File: config.mk
export PLATFORM = sky130hd
export DESIGN_NAME = mv_core
export DESIGN_NICKNAME = d
export VERILOG_FILES = /design/src/rtl/mv_pkg.sv /design/src/rtl/mv_addr_dec.sv /design/src/rtl/mv_fetch.sv /design/src/rtl/mv_hazard.sv /design/src/rtl/mv_acc.sv /design/src/rtl/mv_core.sv
export SDC_FILE = /design/constraint.sdc
export NUM_CORES = 1
export LEC_CHECK = 0
export BUFFER_PORTS_ARGS = -buffer_cell sky130_fd_sc_hd__buf_2
export CORE_MARGIN = 3
export CORE_UTILIZATION = 57
export DETAILED_ROUTE_END_ITERATION = 8
export PLACE_DENSITY_LB_ADDON = 0.1
export SLEW_MARGIN = 20
export SYNTH_ARGS = -nofsm -noshare
export SYNTH_HDL_FRONTEND = slang
export SYNTH_HIERARCHICAL = 1
export SYNTH_SLANG_ARGS = --single-unit
File: constraint.sdc
create_clock -name clk_i -period 7.7 [get_ports clk_i]
set_input_delay 1.155 -clock clk_i [delete_from_list [all_inputs] [get_ports clk_i]]
set_output_delay 1.155 -clock clk_i [all_outputs]
set_load 0.05 [all_outputs]
File: src/rtl/mv_pkg.sv
package mv_pkg;

  typedef enum logic [1:0] {
    SEL_MEM = 2'd0,
    SEL_ACC = 2'd1,
    SEL_ADD = 2'd2
  } sel_e;

  function automatic logic is_fn(sel_e s);
    return s != SEL_MEM;
  endfunction

endpackage

File: src/rtl/mv_addr_dec.sv
module mv_addr_dec
  import mv_pkg::*;
#(
  parameter int AW = 16
) (
  input  logic [AW-1:0] addr_i,
  output sel_e          sel_o
);

  localparam logic [AW-1:0] ACC_A = '1;
  localparam logic [AW-1:0] ADD_A = ACC_A - 1'b1;

  always_comb begin
    if (addr_i == ACC_A)      sel_o = SEL_ACC;
    else if (addr_i == ADD_A) sel_o = SEL_ADD;
    else                      sel_o = SEL_MEM;
  end

endmodule

File: src/rtl/mv_fetch.sv
module mv_fetch #(
  parameter int AW = 16,
  parameter int PW = 8
) (
  input  logic          clk_i,
  input  logic          rst_ni,
  input  logic          stall_i,
  input  logic [2*AW-1:0] instr_i,
  output logic [PW-1:0] pc_o,
  output logic          of_v_o,
  output logic [AW-1:0] of_src_o,
  output logic [AW-1:0] of_dst_o,
  output logic          of_v_nxt_o,
  output logic          halt_nxt_o
);

  logic [PW-1:0] pc_q, pc_d;
  logic          halt_q, halt_d;
  logic          ofv_q, ofv_d;
  logic [AW-1:0] src_q, src_d, dst_q, dst_d;
  logic          is_halt;

  assign is_halt = (instr_i == '0);

  always_comb begin
    pc_d   = pc_q;
    halt_d = halt_q;
    ofv_d  = ofv_q;
    src_d  = src_q;
    dst_d  = dst_q;
    if (!stall_i) begin
      if (halt_q) begin
        ofv_d = 1'b0;
      end else if (is_halt) begin
        halt_d = 1'b1;
        ofv_d  = 1'b0;
      end else begin
        ofv_d = 1'b1;
        src_d = instr_i[2*AW-1:AW];
        dst_d = instr_i[AW-1:0];
        pc_d  = pc_q + 1'b1;
      end
    end
  end

  always_ff @(posedge clk_i or negedge rst_ni) begin
    if (!rst_ni) begin
      pc_q   <= '0;
      halt_q <= 1'b0;
      ofv_q  <= 1'b0;
      src_q  <= '0;
      dst_q  <= '0;
    end else begin
      pc_q   <= pc_d;
      halt_q <= halt_d;
      ofv_q  <= ofv_d;
      src_q  <= src_d;
      dst_q  <= dst_d;
    end
  end

  assign pc_o       = pc_q;
  assign of_v_o     = ofv_q;
  assign of_src_o   = src_q;
  assign of_dst_o   = dst_q;
  assign of_v_nxt_o = ofv_d;
  assign halt_nxt_o = halt_d;

endmodule

File: src/rtl/mv_hazard.sv
module mv_hazard
  import mv_pkg::*;
#(
  parameter int AW = 16
) (
  input  logic          of_v_i,
  input  logic          os_v_i,
  input  logic [AW-1:0] of_src_i,
  input  logic [AW-1:0] os_dst_i,
  input  sel_e          src_sel_i,
  input  sel_e          dst_sel_i,
  output logic          stall_o
);

  logic both_live, raw_hit, fn_hit, port_hit;

  assign both_live = of_v_i && os_v_i;
  // same address: wait for the store to land
  assign raw_hit   = both_live && (of_src_i == os_dst_i);
  // function registers: never bypass, always wait
  assign fn_hit    = both_live && is_fn(src_sel_i) && is_fn(dst_sel_i);
  // one data port shared by store and read
  assign port_hit  = both_live && !is_fn(src_sel_i) && !is_fn(dst_sel_i);

  assign stall_o = raw_hit || fn_hit || port_hit;

endmodule

File: src/rtl/mv_acc.sv
module mv_acc #(
  parameter int DW = 16
) (
  input  logic          clk_i,
  input  logic          rst_ni,
  input  logic          wr_i,
  input  logic          add_i,
  input  logic [DW-1:0] data_i,
  output logic [DW-1:0] acc_o
);

  logic [DW-1:0] acc_q;

  always_ff @(posedge clk_i or negedge rst_ni) begin
    if (!rst_ni)    acc_q <= '0;
    else if (wr_i)  acc_q <= add_i ? acc_q + data_i : data_i;
  end

  assign acc_o = acc_q;

endmodule

File: src/rtl/mv_core.sv
module mv_core
  import mv_pkg::*;
#(
  parameter int AW = 16,
  parameter int DW = 16,
  parameter int PW = 8,
  parameter int CW = 16
) (
  input  logic            clk_i,
  input  logic            rst_ni,
  output logic [PW-1:0]   imem_addr_o,
  input  logic [2*AW-1:0] imem_data_i,
  output logic [AW-1:0]   dmem_addr_o,
  output logic            dmem_we_o,
  output logic [DW-1:0]   dmem_wdata_o,
  input  logic [DW-1:0]   dmem_rdata_i,
  output logic            done_o,
  output logic [CW-1:0]   cycle_o
);

  logic          of_v, of_v_nxt, halt_nxt, stall;
  logic [AW-1:0] of_src, of_dst;
  sel_e          src_sel, dst_sel;
  logic [DW-1:0] acc, of_data;

  logic          os_v_q;
  logic [AW-1:0] os_dst_q;
  logic [DW-1:0] os_data_q;
  logic          done_q, done_d;
  logic [CW-1:0] cyc_q;

  mv_fetch #(.AW(AW), .PW(PW)) u_fetch (
    .clk_i      (clk_i),
    .rst_ni     (rst_ni),
    .stall_i    (stall),
    .instr_i    (imem_data_i),
    .pc_o       (imem_addr_o),
    .of_v_o     (of_v),
    .of_src_o   (of_src),
    .of_dst_o   (of_dst),
    .of_v_nxt_o (of_v_nxt),
    .halt_nxt_o (halt_nxt)
  );

  mv_addr_dec #(.AW(AW)) u_src_dec (.addr_i(of_src),   .sel_o(src_sel));
  mv_addr_dec #(.AW(AW)) u_dst_dec (.addr_i(os_dst_q), .sel_o(dst_sel));

  mv_hazard #(.AW(AW)) u_haz (
    .of_v_i    (of_v),
    .os_v_i    (os_v_q),
    .of_src_i  (of_src),
    .os_dst_i  (os_dst_q),
    .src_sel_i (src_sel),
    .dst_sel_i (dst_sel),
    .stall_o   (stall)
  );

  mv_acc #(.DW(DW)) u_acc (
    .clk_i  (clk_i),
    .rst_ni (rst_ni),
    .wr_i   (os_v_q && is_fn(dst_sel)),
    .add_i  (dst_sel == SEL_ADD),
    .data_i (os_data_q),
    .acc_o  (acc)
  );

  assign of_data = is_fn(src_sel) ? acc : dmem_rdata_i;

  // store owns the port when it targets ordinary memory
  assign dmem_we_o    = os_v_q && !is_fn(dst_sel);
  assign dmem_addr_o  = dmem_we_o ? os_dst_q : of_src;
  assign dmem_wdata_o = os_data_q;

  always_ff @(posedge clk_i or negedge rst_ni) begin
    if (!rst_ni) begin
      os_v_q    <= 1'b0;
      os_dst_q  <= '0;
      os_data_q <= '0;
    end else begin
      os_v_q <= of_v && !stall;
      if (of_v && !stall) begin
        os_dst_q  <= of_dst;
        os_data_q <= of_data;
      end
    end
  end

  assign done_d = halt_nxt && !of_v_nxt && !(of_v && !stall);

  always_ff @(posedge clk_i or negedge rst_ni) begin
    if (!rst_ni) begin
      done_q <= 1'b0;
      cyc_q  <= '0;
    end else if (!done_q) begin
      done_q <= done_d;
      cyc_q  <= cyc_q + 1'b1;
    end
  end

  assign done_o  = done_q;
  assign cycle_o = cyc_q;

endmodule

==> results of run 1 <==
registers in the layout, summed over array words and instances (netlist names):
register	cells
dmem_wdata_o	16
os_dst_q	16
done_o	1
u_fetch/of_dst_o	16
os_v_q	1
cycle_o	16
u_fetch/halt_q	1
u_fetch/of_src_o	16
u_fetch/of_v_o	1
u_acc/acc_o	16
u_fetch/pc_o	8
routing by layer:
| layer | up-vias | wire, um |
|---|---|---|
| li1 | 2101 | - |
| met1 | 2121 | 5995 |
| met2 | 114 | 6150 |
| met3 | 19 | 574 |
| met4 | 0 | 279 |
| met5 | - | 0 |
worst max-delay path: stages, from the launching register on:
cell     delay, ps
dfrtp_1        450
nand4_1        170
nor4_1         840
nor3b_4        270
mux2_2         320
buf_2          260
worst paths after layout:
check / end / slack (ps) / depth (start not counted)
min reg2reg: cycle_o[15] / 490 / 1
max reg2reg: u_fetch/of_src_o[9] / 4000 / 8
min: cycle_o[15] / 490 / 1
max in group asynchronous: dmem_wdata_o[3] / 5740 / 2
min in group asynchronous: cycle_o[12] / 760 / 1
max: dmem_addr_o[14] / 3840 / 5
per-stage QoR:
step	util, %	area, um2
detailed placement	66.06	6576
finish	68.36	6805
global placement	66.06	6576
floorplan	-	5952
CTS	68.31	6800
global route	68.36	6805
report_power, final:
| part | internal, mW | leakage, nW | total (mW) | switching [mW] |
|---|---|---|---|---|
| Sequential | 0.571 | 1.46 | 0.576 | 0.00496 |
| Clock | 0.201 | 0.113 | 0.396 | 0.195 |
| Combinational | 0.0223 | 2.10 | 0.0681 | 0.0458 |
cell families (layout without fill, tap and decap cells):
kind of cell | after synthesis | after routing | synth area share, %
adder cells (fa/ha/maj) | 18 | 18 | 3.910
multiplexers | 91 | 91 | 18.56
flip-flops | 108 | 108 | 45.41
AO/OA/AOI/OAI | 86 | 86 | 9.670
XOR/XNOR | 47 | 47 | 6.916
AND/OR/NAND/NOR | 138 | 138 | 13.05
buffers and inverters | 26 | 135 | 2.480
cells in the final DEF (no fill, tap or decap), drive strengths merged, types with 6 or more instances in the layout:
cell    instances
mux2           68
xor2           30
dfrtp         108
clkbuf         12
nor4           21
nor3            8
nand4b          6
a21o            8
nor2           21
ha             17
xnor2          17
o21ai          27
inv             8
nand4          15
a21oi          21
buf           112
mux2i          23
nand3          12
nand2          35
area by class of cell:
| class | count | area, um2 |
|---|---|---|
| tap | 133 | 166.4 |
| fill | 787 | 3149 |
| inverter | 8 | 30.03 |
| timing repair buffer | 112 | 575.6 |
| multi-input combinational | 380 | 3107 |
| sequential | 108 | 2703 |
| clock buffer | 12 | 155.1 |
| clock inverter | 3 | 68.82 |
==> impl_metrics.ini, run 1 <==
[timing]
timing.final.crit_share_pct = 50.14
hold_ws_ps = 485.2
min_period_ps = 3861
timing.fmax_ghz = 0.2590
maxSlewViolCount = 0
relSlewSlack_pct = 37.44
fin_ws_ps = 3839
finClkSkew_ps = 15.58
final-setup-viol-count = 0
rsz0062_at_grt = no
setup_tns_ps = 0
hold_viol = 0
worst_pin_slew_ps = 929.8

[yosys]
synth_commonest_cells = dfrtp_1 (108), mux2_2 (39), nand2_1 (35)
netlist_area_mm2 = 0.005952
ys_warn_count = 6
ys_seq_area_share_pct = 45.41
synth_most_common_cell = dfrtp_1
synth_enable_flop_cells = 0
avgSynthCellArea_um2 = 11.58
synth_cells = 514
synth.area.top_cells = dfrtp_1 (45%), mux2_2 (7.4%), mux2_4 (7.3%)
synth_nets = 582
ys_seq_elements = 108
ys_async_sr_fraction_pct = 100.0
synth.distinct_cells = 60
synth_top_cell_area_share_pct = 45.41
synth_flop_cell = dfrtp_1
yosysTopAreaCell = dfrtp_1

[grt]
grt_max_degree = 63
antenna_found_initial = 0
met2_usage_pct = 36.99
grt_pass1_vias = 4247
grt_pass1_wl_um = 21360
grt_use_total_pct = 23.16
met3_usage_pct = 3.343
globalRouteOverflowTotal = 0
grtUsageMet1_pct = 31.74
top_usage_layer = met2

[layout]
fin_cells = 756
diodes = 0
nets = 687
final_layout_size_suffix_gt1_share_pct = 33.87
area_growth_pct = 14.34

[job]
cap_violations = 0

[clock_network]
cts_hold_buf = 0
cts_setup_buffers = 0
clkLatencyLatePin_ps = 390
cts_resized = 0
cts.clk_slew.worst_paths_ps = 110
htreeDepth = 3
cts_max_path_buffers = 2
cts_tree = yes
cts-root-buf = clkbuf_8
numCtsBuffers = 9
cts.sinks = 108

[drt]
ant_nets = 0
vias = 4355
routed_wirelength_um = 13000
first_pass_iters = 4
drt_iter0_drc = 181
drc = 0
avgViaCountPerCell = 5.761
routedWlPerCell_um = 17.20

[setup_path]
endpoint_kind = output port
arrival_ps = 2710
cp-start-kind = register
cp_max_fo = 17
crit_path_start = os_dst_q[11]
r2r_start = os_dst_q[11]
crit_type = reg2out
required_ps = 6550

[place]
place_ws_ps = 3996
dp_hpwl_um = 9350
place.gp.congestion = 0.8937
port_buffers = 107
dp.cells = 741

[power]
p_per_area_mw_per_mm2 = 152.8
power_mw = 1.040
leakagePower_nw = 3.673
ir_drop_uv = 92.19

[die]
chipHeight_um = 108.2
placeableCoreArea_mm2 = 0.009955
die_area_mm2 = 0.01170
pin_count = 108
dieWidth_um = 108.2
rows = 36
start_util_pct = 59.79

[hold_path]
min_from = cycle_o[15]
hold_class = reg2reg

[run_status]
status = completed
Power figures use the tool's default switching activity.
==> run 2: changes to the inputs <==
Settings changed: CORE_UTILIZATION 57 to 56.
Clock period 7.7 ns to 3.9 ns, I/O delays scaled along.
==> run 2 against run 1 <==
Via count grew 1.1%. Sequential share of layout area shrank 0.17 points. Combinational power grew 98%. Register-to-register slack lost 3000 ps. Wire length grew 0.84%. Non-clock buffer count grew 4. Utilization shrank 2.2 points. Power grew 92%. Largest cell class unchanged.
==> impl_metrics.ini, run 2 (same netlist as run 1, synthesis figures left out) <==
[power]
comb_power_share_pct = 6.8
sw_frac_of_total_pct = 25.68
p_per_area_mw_per_mm2 = 292.4
p_seq_share_pct = 56.9
intPower_mw = 1.485
clkPwrFrac_pct = 36.3
p_sw_mw = 0.5131
ir_drop_uv = 231.8
leakagePower_nw = 3.693

[grt]
grt_pass1_wl_um = 21760
grt_use_total_pct = 22.95
grt_pass1_vias = 4362
globalRouteOverflowTotal = 0
antenna_found_initial = 0
grt_max_degree = 64

[setup_path]
crit_type = reg2out
cp_top_family = simple AND/OR/NAND/NOR gates
arrival_ps = 2590
cp_cell_sequence = nand4_1, nor4_1, buf_4, nor3b_4, mux2_2, buf_2
crit_buf_inv = 2
crit_path_start = os_dst_q[2]
cp_max_fo = 17
cp-start-kind = register
cp_slowest_cell = nor3b_4
endpoint_kind = output port
critPathMaxStageDelay_ps = 700
required_ps = 3310
r2r_start = u_fetch/of_src_o[13]

[die]
placeableCoreArea_mm2 = 0.01032
dieWidth_um = 109.1
pin_count = 108
start_util_pct = 57.65
rows = 37
die_area_mm2 = 0.01190
chipHeight_um = 109.1

[layout]
regArea_mm2 = 0.002703
mostFrequentLayoutCells = dfrtp_1 (108), buf_2 (106), mux2_2 (39)
area_growth_pct = 14.82
fill_cells = 814
nets = 691
post-route-util_pct = 66.20
final_common_cell = dfrtp_1
multi_input_area_mm2 = 0.003107
stdcell_area_mm2 = 0.006834
final_layout_size_suffix_gt1_share_pct = 34.39
diodes = 0

[clock_network]
cts-root-buf = clkbuf_8
numCtsBuffers = 9
cts_resized = 0
cts_tree = yes
cts_max_path_buffers = 2
cts_hold_buf = 0
clkLatencyLatePin_ps = 370
cts.clk_slew.worst_paths_ps = 110
htreeDepth = 3
cts_setup_buffers = 0
cts.sinks = 108

[timing]
hold_viol = 0
rsz0062_at_grt = no
finClkSkew_ps = 11.83
min_period_ps = 3171
timing.final.crit_share_pct = 81.32
maxSlewViolCount = 0
worst_pin_slew_ps = 830.7
relSlewSlack_pct = 44.56
timing.fmax_ghz = 0.3153
final-setup-viol-count = 0
setup_tns_ps = 0

[place]
port_buffers = 107
dp_hpwl_um = 9671
place.gp.congestion = 0.8064
postPlaceCellArea_mm2 = 0.006623

[run_status]
status = completed

[drt]
avgViaCountPerCell = 5.760
first_pass_iters = 4
vias = 4401
drc = 0
routed_wirelength_um = 13110
ant_nets = 0
routedWlPerCell_um = 17.16
drt_iter0_drc = 207

[hold_path]
hold_class = in2async

[job]
cap_violations = 0
-- run 2: cell types whose count changed in the layout (fill, tap and decap cells not counted), sizes merged --
cell and delta:
buf +4, bufinv -1, clkbuf -2, clkinv +1, inv +3
-- run 2: path summary, 6_finish.rpt --
kind	end	slack [ps]	depth (start not counted)
setup reg to reg	u_fetch/of_src_o[9]	970	9
hold reg to reg	cycle_o[15]	470	1
setup / recovery	dmem_addr_o[0]	730	6
hold / removal	cycle_o[11]	280	1
min in group clk_i	u_fetch/of_dst_o[15]	450	2
max in group asynchronous	u_fetch/of_dst_o[5]	2800	2
-- run 2: cell type report --
class,count,share of cell area [%]
sequential,108,39.55
inverter,8,0.4394
clock inverter,6,1.153
clock buffer,10,1.867
tap,136,2.490
timing repair buffer,116,9.044
multi-input combinational,380,45.46
-- run 2: per-stage QoR --
step	setup slack [ps]	hold WS [ps]	total power [mW]	instances
global route	588.5	335.4	2.083	764
global placement	1018	451.6	1.292	748
CTS	716.7	308.8	2.023	764
floorplan	1269	289.4	1.224	514
detailed placement	882.8	456.2	1.297	748
finish	728.6	280.7	1.998	764
-- run 2: power by group through the flow --
stage               registers, mW  clock network, mW  logic [mW]
floorplan                    1.19                  0      0.0358
global placement             1.16                  0       0.133
detailed placement           1.16                  0       0.138
CTS                          1.14              0.747       0.138
global route                 1.14              0.792       0.151
finish                       1.14              0.725       0.135
-- run 2: worst reg2reg max path: cells and delay by family, from the launching register on --
family | cells | cell delay [ps]
buffers and inverters | 2 | 470
AOI/OAI and AO/OA | 3 | 570
and+or+nand+nor | 3 | 960
muxes | 1 | 370
DFF | 1 | 450
-- run 2: metal layers --
metal  vias up  part of all wire [%]  global-route usage, %  wire, um
li1       2103                     -                      -         -
met1      2175                    45                  31.17      5962
met2       112                    49                  38.55      6423
met5         -                     0                      0         0
met3        11                   4.4                  2.901       582
met4         0                   1.1                  6.673       141
==> run 3: changes to the inputs <==
Settings changed: CORE_UTILIZATION 56 to 51.
Clock period 3.9 ns to 2.68 ns, I/O delays scaled along.
==> run 3 against run 2 <==
Wire length grew 6.5%. Critical path type unchanged. Largest power group unchanged. Largest cell class unchanged. Cell count grew 4.7%. Die area grew 9.3%. Critical endpoint is now dmem_addr_o[11]. Power grew 58%.
==> impl_metrics.ini, run 3 (same netlist as run 1, synthesis figures left out) <==
[run_status]
status = completed

[timing]
final-setup-viol-count = 0
maxSlewViolCount = 0
timing.fmax_ghz = 0.3757
min_period_ps = 2662
relSlewSlack_pct = 64.08
worst_pin_slew_ps = 533.9
rsz0062_at_grt = yes
hold_ws_ps = 299.3
finClkSkew_ps = 8.943
setup_tns_ps = 0
hold_viol = 0
timing.final.crit_share_pct = 99.31

[grt]
globalRouteOverflowTotal = 0
grt_use_total_pct = 22.32
grt_max_degree = 67
antenna_found_initial = 0
grt_pass1_vias = 4568
grt_pass1_wl_um = 23090

[clock_network]
cts_max_path_buffers = 2
cts.clk_slew.worst_paths_ps = 70
numCtsBuffers = 9
clkLatencyLatePin_ps = 350
htreeDepth = 3
cts-root-buf = clkbuf_16
cts.sinks = 108
cts_tree = yes

[setup_path]
crit_path_start = os_dst_q[11]
endpoint_kind = output port
r2r_start = os_dst_q[7]
required_ps = 2280
arrival_ps = 2260
critPathMostFrequentCell = buf_4
critPathMaxStageDelay_ps = 410
cp_cell_sequence = nand4_1, buf_4, nor4_4, buf_4, nor3b_4, buf_6, mux2_4, buf_8
crit_type = reg2out
cp_slowest_cell = dfrtp_1
cp_max_fo = 11
cp-start-kind = register

[die]
dieWidth_um = 114.0
rows = 38
start_util_pct = 53.50
chipHeight_um = 114.0
die_area_mm2 = 0.01300
pin_count = 108
placeableCoreArea_mm2 = 0.01113

[place]
place.gp.congestion = 0.8605
dp.cells = 775
port_buffers = 107
dp_hpwl_um = 10020
postPlaceCellArea_mm2 = 0.006838

[power]
leakagePower_nw = 3.946
sw_frac_of_total_pct = 23.19
clkPwrFrac_pct = 41.3
power_mw = 3.164
intPower_mw = 2.430
comb_power_share_pct = 6.4
p_per_area_mw_per_mm2 = 430.7
p_seq_share_pct = 52.3
p_sw_mw = 0.7337
ir_drop_uv = 300.2

[layout]
diodes = 0
regArea_mm2 = 0.002703
final_layout_size_suffix_gt1_share_pct = 37.73
fill_cells = 884
stdcell_area_mm2 = 0.007347
nets = 724
multi_input_area_mm2 = 0.003142
fin_cells = 800
mostFrequentLayoutCells = dfrtp_1 (108), buf_2 (90), mux2_2 (38)
area_growth_pct = 23.44
final_common_cell = dfrtp_1

[drt]
wl_met1_um = 6246
dr_wl_met3_um = 645
ant_nets = 0
vias = 4528
routedWlPerCell_um = 17.45
dr_wl_met2_um = 6880
highest_layer = met4
drt_iter0_drc = 211
routed_wirelength_um = 13960
drc = 0
first_pass_iters = 4
avgViaCountPerCell = 5.660

[job]
cap_violations = 0

[hold_path]
hold_class = in2reg
min_from = imem_data_i[4]
[run 3: worst max-delay path: cells and delay by family, from the launching register on]
family        cells  cell delay [ps]
buf+inv           4              670
flops             1              410
mux               1              330
simple gates      3              520
[run 3: area by class of cell]
cell class	count	share of cell area (%)
Clock buffer	11	3.168
Clock inverter	4	0.6982
Inverter	8	0.4087
Multi-Input combinational cell	380	42.76
Sequential cell	108	36.78
Tap cell	140	2.384
Timing Repair Buffer	149	13.79
[run 3: stage by stage]
step	util, %	worst slack [ps]
2_1_floorplan	-	48.67
3_3_place_gp	61.46	210.0
3_5_place_dp	61.46	107.6
4_1_cts	64.70	2.667
5_1_grt	66.04	-80.73
6_report	66.04	18.36
[run 3: final timing paths]
path                            slack (ps)  cells past startpoint             endpoint
worst max-delay path                    20                      8      dmem_addr_o[11]
worst min-delay path                   300                      2  u_fetch/of_dst_o[4]
worst max register to register          80                     10  u_fetch/of_src_o[7]
worst min register to register         470                      1          cycle_o[15]
max in group asynchronous             1620                      3  u_fetch/of_dst_o[5]
min in group asynchronous              420                      2          cycle_o[13]
[run 3: repair_timing]
item,in CTS,in global routing
hold endpoints to repair,7,0
hold buffers,1,0
resized for setup,12,37
setup endpoints to repair,16,60
buffers inserted,2,7
pin swaps,2,4
[run 3: power groups by stage]
stage	Combinational [mW]	Sequential, mW	Clock, mW
after floorplan	0.0521	1.73	0
after global placement	0.200	1.69	0
after detailed placement	0.204	1.69	0
after CTS	0.206	1.66	1.34
after global routing	0.226	1.66	1.40
final	0.203	1.66	1.31
[run 3: per-layer routing]
metal	vias to the layer above	track usage, %
met1	2231	30.26
met3	16	3.873
met2	107	36.73
met5	-	0
met4	0	6.888
li1	2174	-
